==> src/rtl/dma_hs_pkg.sv <==
package dma_hs_pkg;
  localparam int SEL_W = 3;
  localparam int NCH   = 2;   // channel 0: byte-in, channel 1: byte-out

  typedef enum logic [SEL_W-1:0] {
    SEL_DATA = 3'd0,
    SEL_STAT = 3'd1,
    SEL_ENA  = 3'd2
  } sel_e;

  // request term: any pending flag whose enable is set
  function automatic logic req_term(input logic [NCH-1:0] flags,
                                    input logic [NCH-1:0] ena);
    return |(flags & ena);
  endfunction

  // next request level from acknowledge, term edge and current level
  function automatic logic req_next(input logic ack, input logic term,
                                    input logic term_q, input logic cur);
    if (ack)                 return 1'b0;
    else if (term && !term_q) return 1'b1;
    else                     return cur && term;
  endfunction
endpackage

==> src/rtl/dma_addr_steer.sv <==
module dma_addr_steer
  import dma_hs_pkg::*;
(
  input  logic             clk,
  input  logic             rst,
  input  logic             cs_n,
  input  logic             rd_n,
  input  logic             wr_n,
  input  logic [SEL_W-1:0] reg_sel,
  input  logic             dack_n,
  output logic             rd_din,
  output logic             wr_dout,
  output logic             rd_stat,
  output logic             rd_ena,
  output logic             wr_ena,
  output logic             rd_act,
  output logic [SEL_W-1:0] eff_sel
);
  logic sel_on;

  always_comb begin
    sel_on  = !dack_n || !cs_n;
    eff_sel = dack_n ? reg_sel : '0;
    rd_act  = sel_on && !rd_n;
    rd_din  = rd_act && (eff_sel == SEL_DATA);
    rd_stat = rd_act && (eff_sel == SEL_STAT);
    rd_ena  = rd_act && (eff_sel == SEL_ENA);
    wr_dout = sel_on && !wr_n && (eff_sel == SEL_DATA);
    wr_ena  = sel_on && !wr_n && (eff_sel == SEL_ENA);
  end

  // acknowledge overrides chip select and address
  assert_ack_read_R6: assert property (@(posedge clk) disable iff (rst)
    (!dack_n && !rd_n) |-> rd_din);
  assert_ack_write_R6: assert property (@(posedge clk) disable iff (rst)
    (!dack_n && !wr_n) |-> (wr_dout && !wr_ena));
endmodule

==> src/rtl/dma_flag_cell.sv <==
module dma_flag_cell (
  input  logic clk,
  input  logic rst,
  input  logic set_i,
  input  logic clr_i,
  output logic flag_o
);
  always_ff @(posedge clk) begin
    if (rst)        flag_o <= 1'b0;
    else if (set_i) flag_o <= 1'b1;
    else if (clr_i) flag_o <= 1'b0;
  end

  assert_set_wins_R8: assert property (@(posedge clk) disable iff (rst)
    set_i |=> flag_o);
  assert_clear_R8: assert property (@(posedge clk) disable iff (rst)
    (clr_i && !set_i) |=> !flag_o);
endmodule

==> src/rtl/dma_req_gen.sv <==
module dma_req_gen
  import dma_hs_pkg::*;
(
  input  logic           clk,
  input  logic           rst,
  input  logic [NCH-1:0] flags,
  input  logic [NCH-1:0] ena,
  input  logic           dack_n,
  output logic           dreq,
  output logic           term_o
);
  logic term_q;

  assign term_o = req_term(flags, ena);

  always_ff @(posedge clk) begin
    if (rst) begin
      dreq   <= 1'b0;
      term_q <= 1'b0;
    end else begin
      dreq   <= req_next(!dack_n, term_o, term_q, dreq);
      term_q <= term_o;
    end
  end

  assert_ack_drops_R5: assert property (@(posedge clk) disable iff (rst)
    !dack_n |=> !dreq);
  assert_no_req_unenabled_R4: assert property (@(posedge clk) disable iff (rst)
    !term_o |=> !dreq);
  assert_rise_needs_edge_R4: assert property (@(posedge clk) disable iff (rst)
    $rose(dreq) |-> ($past(term_o) && !$past(term_q)));
endmodule

==> src/rtl/dma_hs_ctl.sv <==
module dma_hs_ctl
  import dma_hs_pkg::*;
#(
  parameter int DATA_W = 8
) (
  input  logic              clk,
  input  logic              rst,
  input  logic              cs_n,
  input  logic              rd_n,
  input  logic              wr_n,
  input  logic [SEL_W-1:0]  reg_sel,
  input  logic [DATA_W-1:0] wdata,
  output logic [DATA_W-1:0] rdata,
  input  logic              dack_n,
  output logic              dreq,
  input  logic              bus_byte_vld,
  input  logic [DATA_W-1:0] bus_byte,
  input  logic              src_empty,
  output logic [DATA_W-1:0] bus_dout,
  output logic              rfd_pulse,
  output logic              dav_pulse
);
  logic             rd_din, wr_dout, rd_stat, rd_ena, wr_ena, rd_act;
  logic [SEL_W-1:0] eff_sel;
  logic [NCH-1:0]   set_v, dma_clr_v, dma_flag, stat_flag, ena;
  logic [DATA_W-1:0] din_q;
  logic             term;

  dma_addr_steer u_steer (
    .clk(clk), .rst(rst), .cs_n(cs_n), .rd_n(rd_n), .wr_n(wr_n),
    .reg_sel(reg_sel), .dack_n(dack_n), .rd_din(rd_din), .wr_dout(wr_dout),
    .rd_stat(rd_stat), .rd_ena(rd_ena), .wr_ena(wr_ena), .rd_act(rd_act),
    .eff_sel(eff_sel)
  );

  assign set_v     = {src_empty, bus_byte_vld};
  assign dma_clr_v = {wr_dout, rd_din};

  // one request flag and one host status flag per channel
  for (genvar c = 0; c < NCH; c++) begin : g_ch
    dma_flag_cell u_dma (
      .clk(clk), .rst(rst), .set_i(set_v[c]), .clr_i(dma_clr_v[c]),
      .flag_o(dma_flag[c])
    );
    dma_flag_cell u_stat (
      .clk(clk), .rst(rst), .set_i(set_v[c]), .clr_i(rd_stat),
      .flag_o(stat_flag[c])
    );
  end

  dma_req_gen u_req (
    .clk(clk), .rst(rst), .flags(dma_flag), .ena(ena), .dack_n(dack_n),
    .dreq(dreq), .term_o(term)
  );

  always_ff @(posedge clk) begin
    if (rst) begin
      ena       <= '0;
      din_q     <= '0;
      bus_dout  <= '0;
      rfd_pulse <= 1'b0;
      dav_pulse <= 1'b0;
    end else begin
      if (wr_ena)       ena      <= wdata[NCH-1:0];
      if (bus_byte_vld) din_q    <= bus_byte;
      if (wr_dout)      bus_dout <= wdata;
      rfd_pulse <= rd_din;
      dav_pulse <= wr_dout;
    end
  end

  always_comb begin
    rdata = '0;
    if (rd_act) begin
      case (eff_sel)
        SEL_DATA: rdata = din_q;
        SEL_STAT: rdata = {{(DATA_W-NCH){1'b0}}, stat_flag};
        SEL_ENA:  rdata = {{(DATA_W-NCH){1'b0}}, ena};
        default:  rdata = '0;
      endcase
    end
  end

  assert_rfd_follows_read_R9: assert property (@(posedge clk) disable iff (rst)
    rfd_pulse |-> $past(rd_din));
  assert_dav_load_R10: assert property (@(posedge clk) disable iff (rst)
    wr_dout |=> (dav_pulse && bus_dout == $past(wdata)));
  assert_stat_keeps_req_R7: assert property (@(posedge clk) disable iff (rst)
    (rd_stat && dreq && dack_n && term && !rd_din && !wr_dout) |=> dreq);
  assert_stat_clear_R7: assert property (@(posedge clk) disable iff (rst)
    (rd_stat && !bus_byte_vld && !src_empty) |=> (stat_flag == '0));
endmodule

==> config.mk <==
export PLATFORM = sky130hd
export DESIGN_NAME = dma_hs_ctl
export DESIGN_NICKNAME = d
export VERILOG_FILES = /design/src/rtl/dma_hs_pkg.sv /design/src/rtl/dma_addr_steer.sv /design/src/rtl/dma_flag_cell.sv /design/src/rtl/dma_req_gen.sv /design/src/rtl/dma_hs_ctl.sv
export SDC_FILE = /design/constraint.sdc
export NUM_CORES = 1
export LEC_CHECK = 0
export CAP_MARGIN = 20
export CELL_PAD_IN_SITES_DETAIL_PLACEMENT = 1
export CELL_PAD_IN_SITES_GLOBAL_PLACEMENT = 2
export CORE_UTILIZATION = 26
export CTS_BUF_LIST = sky130_fd_sc_hd__clkbuf_8
export DETAILED_ROUTE_END_ITERATION = 8
export PLACE_DENSITY_LB_ADDON = 0.1
export REMOVE_ABC_BUFFERS = 1
export SLEW_MARGIN = 10
export SYNTH_ARGS = -nofsm -noshare
export SYNTH_HDL_FRONTEND = slang
export SYNTH_SLANG_ARGS = --single-unit
==> constraint.sdc <==
create_clock -name clk -period 1.7 [get_ports clk]
set_input_delay 0.34 -clock clk [delete_from_list [all_inputs] [get_ports clk]]
set_output_delay 0.34 -clock clk [all_outputs]
set_load 0.02 [all_outputs]
Yosys cells after proc, flatten, opt, wreduce, memory -nomap -nowiden:

Index checks and enable logic that the tools add are counted.

* register bits after elaboration: 26
* input port bits: 27
* output and inout port bits: 19
* logic and storage cells: 47

* equal/unequal tests: 2
* multiplexer cells: 11
* bitwise operators: 2
* reduce and logical (&&, ||, !) cells: 21

Operators with widths (count)
* $pmux 8 s3: 1
* $logic_and 1x1->1: 8
* $mux 1: 8
* $mux 8: 1
* $reduce_bool 2->1: 4
* $logic_not 1->1: 5
* $reduce_or 2->1: 2
* $eq 3x1->1 const B: 1
* $eq 3x2->1 const B: 1
* $logic_not 3->1: 1
* $mux 3: 1
* $and 2x2->2: 1
* $logic_or 1x1->1: 1
* $not 1->1: 1

Depth between registers and ports, before layout:

* depth after elaboration: 6
* mapped depth: 4
* gate-level depth less buffers: 3

Hierarchy:

From an unflattened synthesis, not the netlist that was laid out.

* cell total of the unflattened synthesis: 111
* area, all modules: 1128.6 sq um

By module, submodules not included
* dma_hs_ctl: times used 1, cells an instance 75, area each 795.8 sq um, sequential area each 400.4 sq um
* dma_flag_cell: times used 4, cells an instance 4, area each 38.8 sq um, sequential area each 20.0 sq um
* dma_addr_steer: times used 1, cells an instance 13, area each 96.3 sq um, sequential area each 0.0 sq um
* dma_req_gen: times used 1, cells an instance 7, area each 81.3 sq um, sequential area each 40.0 sq um

Worst setup path after synthesis:

OpenSTA, ideal clock, no wires.

* path kind: input port to output port
* from: in reg_sel[1]
* to: out rdata[2]
* arrival time: 1347 ps
* required time: 1360 ps
* slack: 13 ps
* stages on the path: 4
* buffers on the path: 1
* path through: buf_6 o41a_4 nor2_2 and2_1

* longest elaborated chain between the ends: 4
* elaborated cells on any way between the ends: 6
* classes of those cells: eq/ne: 2; mux: 3; reduce/logical: 1

RTL lines
* start, declared: line dma_hs_ctl.sv:11 `input logic [SEL_W-1:0] reg_sel,`
* $mux 3 (*): line dma_addr_steer.sv:23 `eff_sel = dack_n ? reg_sel : '0;`
* $eq 3x2->1 (tied with other cells)
* $pmux 8 s3 (*): line dma_hs_ctl.sv:75 `case (eff_sel)`
* $mux 8 (*): line dma_hs_ctl.sv:74 `if (rd_act) begin`
* end, declared: line dma_hs_ctl.sv:13 `output logic [DATA_W-1:0] rdata,`

Every way passes the cells marked *; elsewhere a longest branch is shown, timed or not.

Worst setup path after layout:

* from: in reg_sel[0]
* to: out rdata[2]

The elaborated chain is that of the path after synthesis.

==> metrics.md <==
| Metric | Value |
|---|---|
| Reg2reg end | `u_req.dreq$_SDFF_PP0_` |
| Largest net degree at the start of global routing | `34` |
| Share of layout cells above drive strength 1 | `0.232` |
| Clock power share | `0.301` |
| Data arrival, critical path | `1.38 ns` |
| Die footprint | `4800 sq um` |
| Mapped Area | `1180 sq um` |
| Yosys warning count | `0` |
| Crit start category | `input port` |
| Fillers | `471` |
| Peak VDD IR | `0.253 mV` |
| Setup Skew | `0.00205 ns` |
| Cell variety after synth | `26` |
| Failing checks | `setup timing` |
| Crit path capture | `rdata[2]` |
| Post-route design area | `1870 sq um` |
| CTS sink cnt | `26` |
| Clk pin slew, worst setup/hold paths | `0.09 ns` |
| Flop pwr share | `0.496` |
| Worst setup slack after layout | `-0.0171 ns` |
| CTS tree | `built` |
| Global-route wire length before repair | `4870 microns` |
| Tcrit/Tclk final | `1.01` |
| Initial DRT Pass Iterations | `3` |
| MaxCap Viol Count | `0` |
| FF-to-FF path depth | `3` |
| Critical Path Sink Type | `output port` |
| Diode count | `0` |
| Most instantiated library cell after synthesis | `dfxtp_1` |
| GRT Util Overall | `0.126` |
| Status | `finished with violations` |
| Commonest cells post-synth | `dfxtp_1 (26), nand2b_1 (18), mux2i_1 (16), nor2_1 (9), a21oi_1 (7)` |
| Max-slew violations | `0` |
| Sequential-to-total area share from yosys stat | `0.443` |
| Design Power | `1.32 mW` |
| # rows | `24` |
| Slowest-stage cell, CP | `o41a_4` |
| Core Util, Final | `0.428` |
| Internal | `1.00 mW` |
| Crit-path max cell delay | `0.50 ns` |
| Max_slew headroom | `0.808` |
| CP Data Required Time | `1.36 ns` |
| Most used DFF post-synth | `dfxtp_1` |
| Core ar. | `4350 sq um` |
| DR iter-0 viols | `13` |
| R2r startpoint | `ena[0]$_SDFFE_PP0P_` |
| Crit-path cells | `buf_8, o41a_4, nor2_4, and2_4, buf_6` |
| Die X | `69.3 microns` |
| Via density per instance | `4.68` |
| Starting Density | `0.270` |
| Setup TNS | `-0.0892 ns` |
| Die Y | `69.3 microns` |
| Routed wire per std cell | `13.1 microns` |
| Routability Congestion | `0.738` |
| Routed WL | `2990 microns` |
| Hold slack | `0.474 ns` |
| RSZ-0062 raised after global routing | `true` |
| Top cell type's share of synthesized area | `0.443` |
| Combinational group share of total power | `0.203` |
| Final cell count without fillers | `229` |
| Setup crit start | `reg_sel[0]` |
| Setup-failing EPs final | `6` |
| Top post-synthesis cells by area | `dfxtp_1 (44%), mux2i_1 (14%), nand2b_1 (9.6%)` |
| Max Clock Freq | `582 MHz` |
| Root Buffer | `clkbuf_8` |
| Critical Path Fanout Max | `6` |
| EDFF count, synth | `0` |
| Area added between synthesis and finish | `58.6%` |
| Port bufs | `45` |
| DP HPWL | `2240 microns` |
| Net Sw Power | `0.318 mW` |
| Cell Pwr Density | `707 nW/um^2` |
| Post-Syn Area per Cell | `9.64 sq um` |
| Antenna Violating Nets Remaining | `0` |
| DR DRC count | `0` |
| Area post-placement | `1750 sq um` |
| Initial antenna violation count | `0` |
| Layout net count | `205` |
| Flop-to-flop setup slack | `0.84 ns` |
| Routed via count | `1072` |
| Placed insts | `223` |
| Setup CP Type | `input port to output port` |
| Final Critical Period | `1.72 ns` |
| Slew @ Worst Pin | `0.287 ns` |
| Global route total overflow | `0` |
| Inserted Clock Buffers | `3` |
| Switching share of power | `0.241` |
| Leak | `0.766 nW` |
| Skew-Pair Late Insertion Delay | `0.27 ns` |
| Vias in the first global route | `1063` |
| Fin. Hold Viols | `0` |
| DP Worst Slack | `-0.934 ns` |
| Worst min path class | `flop to flop` |
| Max clock buf depth | `2` |
| H-Tree Depth | `1` |
| Cells after Synth | `122` |
| Post-synth ARST share | `0` |
| #FFs+latches synth | `26` |
| Synth area leader | `dfxtp_1` |
| I/O Pins | `46` |
==> repair_timing <==
item,CTS,global route
setup buffers,1,1
pin swaps,9,3
endpoints found under the hold margin,0,0
gates resized for setup,76,7
endpoints found under the setup margin,9,8
hold buffers,0,0
==> power by group through the flow <==
stage	Sequential, mW	Combinational (mW)	Clock, mW
floorplan	0.680	0.0831	0
global placement	0.668	0.250	0
detailed placement	0.669	0.256	0
CTS	0.656	0.264	0.421
global route	0.659	0.289	0.436
finish	0.655	0.268	0.397
==> state kept, by name (all words and copies together), names as in the netlist <==
signal / count
g_ch.u_stat.flag_o: 2
u_req.term_q: 1
rfd_pulse: 1
bus_dout: 8
din_q: 8
ena: 2
g_ch.u_dma.flag_o: 2
dav_pulse: 1
u_req.dreq: 1
==> cell type report <==
cell class | instances | area [sq um] | share of cell area
multi-input cells | 88 | 649 | 0.348
inverters | 2 | 7.51 | 0.00402
clock buffers | 4 | 55.1 | 0.0295
well taps | 52 | 65.1 | 0.0349
repair buffers | 57 | 568 | 0.304
flip-flops and latches | 26 | 520 | 0.279
==> metal layers <==
layer | GRT usage | share of wire | vias up | wire length (microns)
met4 | 0.0408 | 0.0097 | 0 | 29
met1 | 0.143 | 0.43 | 506 | 1290
met2 | 0.229 | 0.51 | 28 | 1540
met5 | 0 | 0 | - | 0
met3 | 0.0320 | 0.044 | 5 | 133
li1 | - | - | 533 | -
==> cells by family (layout without fill, tap and decap cells) <==
| logic type | after synthesis | count (layout) | share of synthesized area |
|---|---|---|---|
| mux | 16 | 16 | 0.136 |
| compound gates | 21 | 21 | 0.119 |
| simple gates | 51 | 51 | 0.270 |
| flops | 26 | 26 | 0.443 |
| buf+inv | 8 | 63 | 0.0319 |
==> critical path, delay by kind of cell <==
family                 cells  cell delay (ns)
and+or+nand+nor            2             0.33
AOI/OAI and AO/OA          1             0.50
buffers and inverters      2             0.21
==> worst min-delay path by stage <==
stage,from,end,slack (ns),depth (start not counted)
after floorplan,rst,ena[0]$_SDFFE_PP0P_,0.41,1
after global placement,bus_dout[3]$_SDFFE_PP0P_,bus_dout[3]$_SDFFE_PP0P_,0.46,2
after detailed placement,g_ch[1].u_stat.flag_o$_SDFFE_PP0P_,g_ch[1].u_stat.flag_o$_SDFFE_PP0P_,0.47,2
after CTS,g_ch[1].u_stat.flag_o$_SDFFE_PP0P_,g_ch[1].u_stat.flag_o$_SDFFE_PP0P_,0.48,2
after global routing,bus_dout[1]$_SDFFE_PP0P_,bus_dout[1]$_SDFFE_PP0P_,0.50,2
final,g_ch[1].u_stat.flag_o$_SDFFE_PP0P_,g_ch[1].u_stat.flag_o$_SDFFE_PP0P_,0.47,2
==> cell usage in the layout, fill, tap and decap left out <==
master,n
clkdlybuf4s50_1,31
dfxtp_1,26
nand2b_1,18
mux2i_1,16
buf_6,10
nor2_1,9
buf_4,9
a21oi_1,6
o21ai_0,5
and2_4,4
and3b_1,4
clkbuf_8,4
and2_1,2
nand2_1,2
a21boi_2,2
inv_1,2
nor3_1,2
nor3b_1,2
nand3_1,2
or3b_2,2
o31ai_1,2
buf_2,2
dlygate4sd2_1,2
buf_8,2
o41a_4,1
nor2_4,1
nor2b_1,1
o31ai_2,1
a211o_1,1
a21oi_2,1
o21ai_1,1
nor2_8,1
a22oi_1,1
and3_1,1
buf_12,1
(Power assumes the default switching activity.)
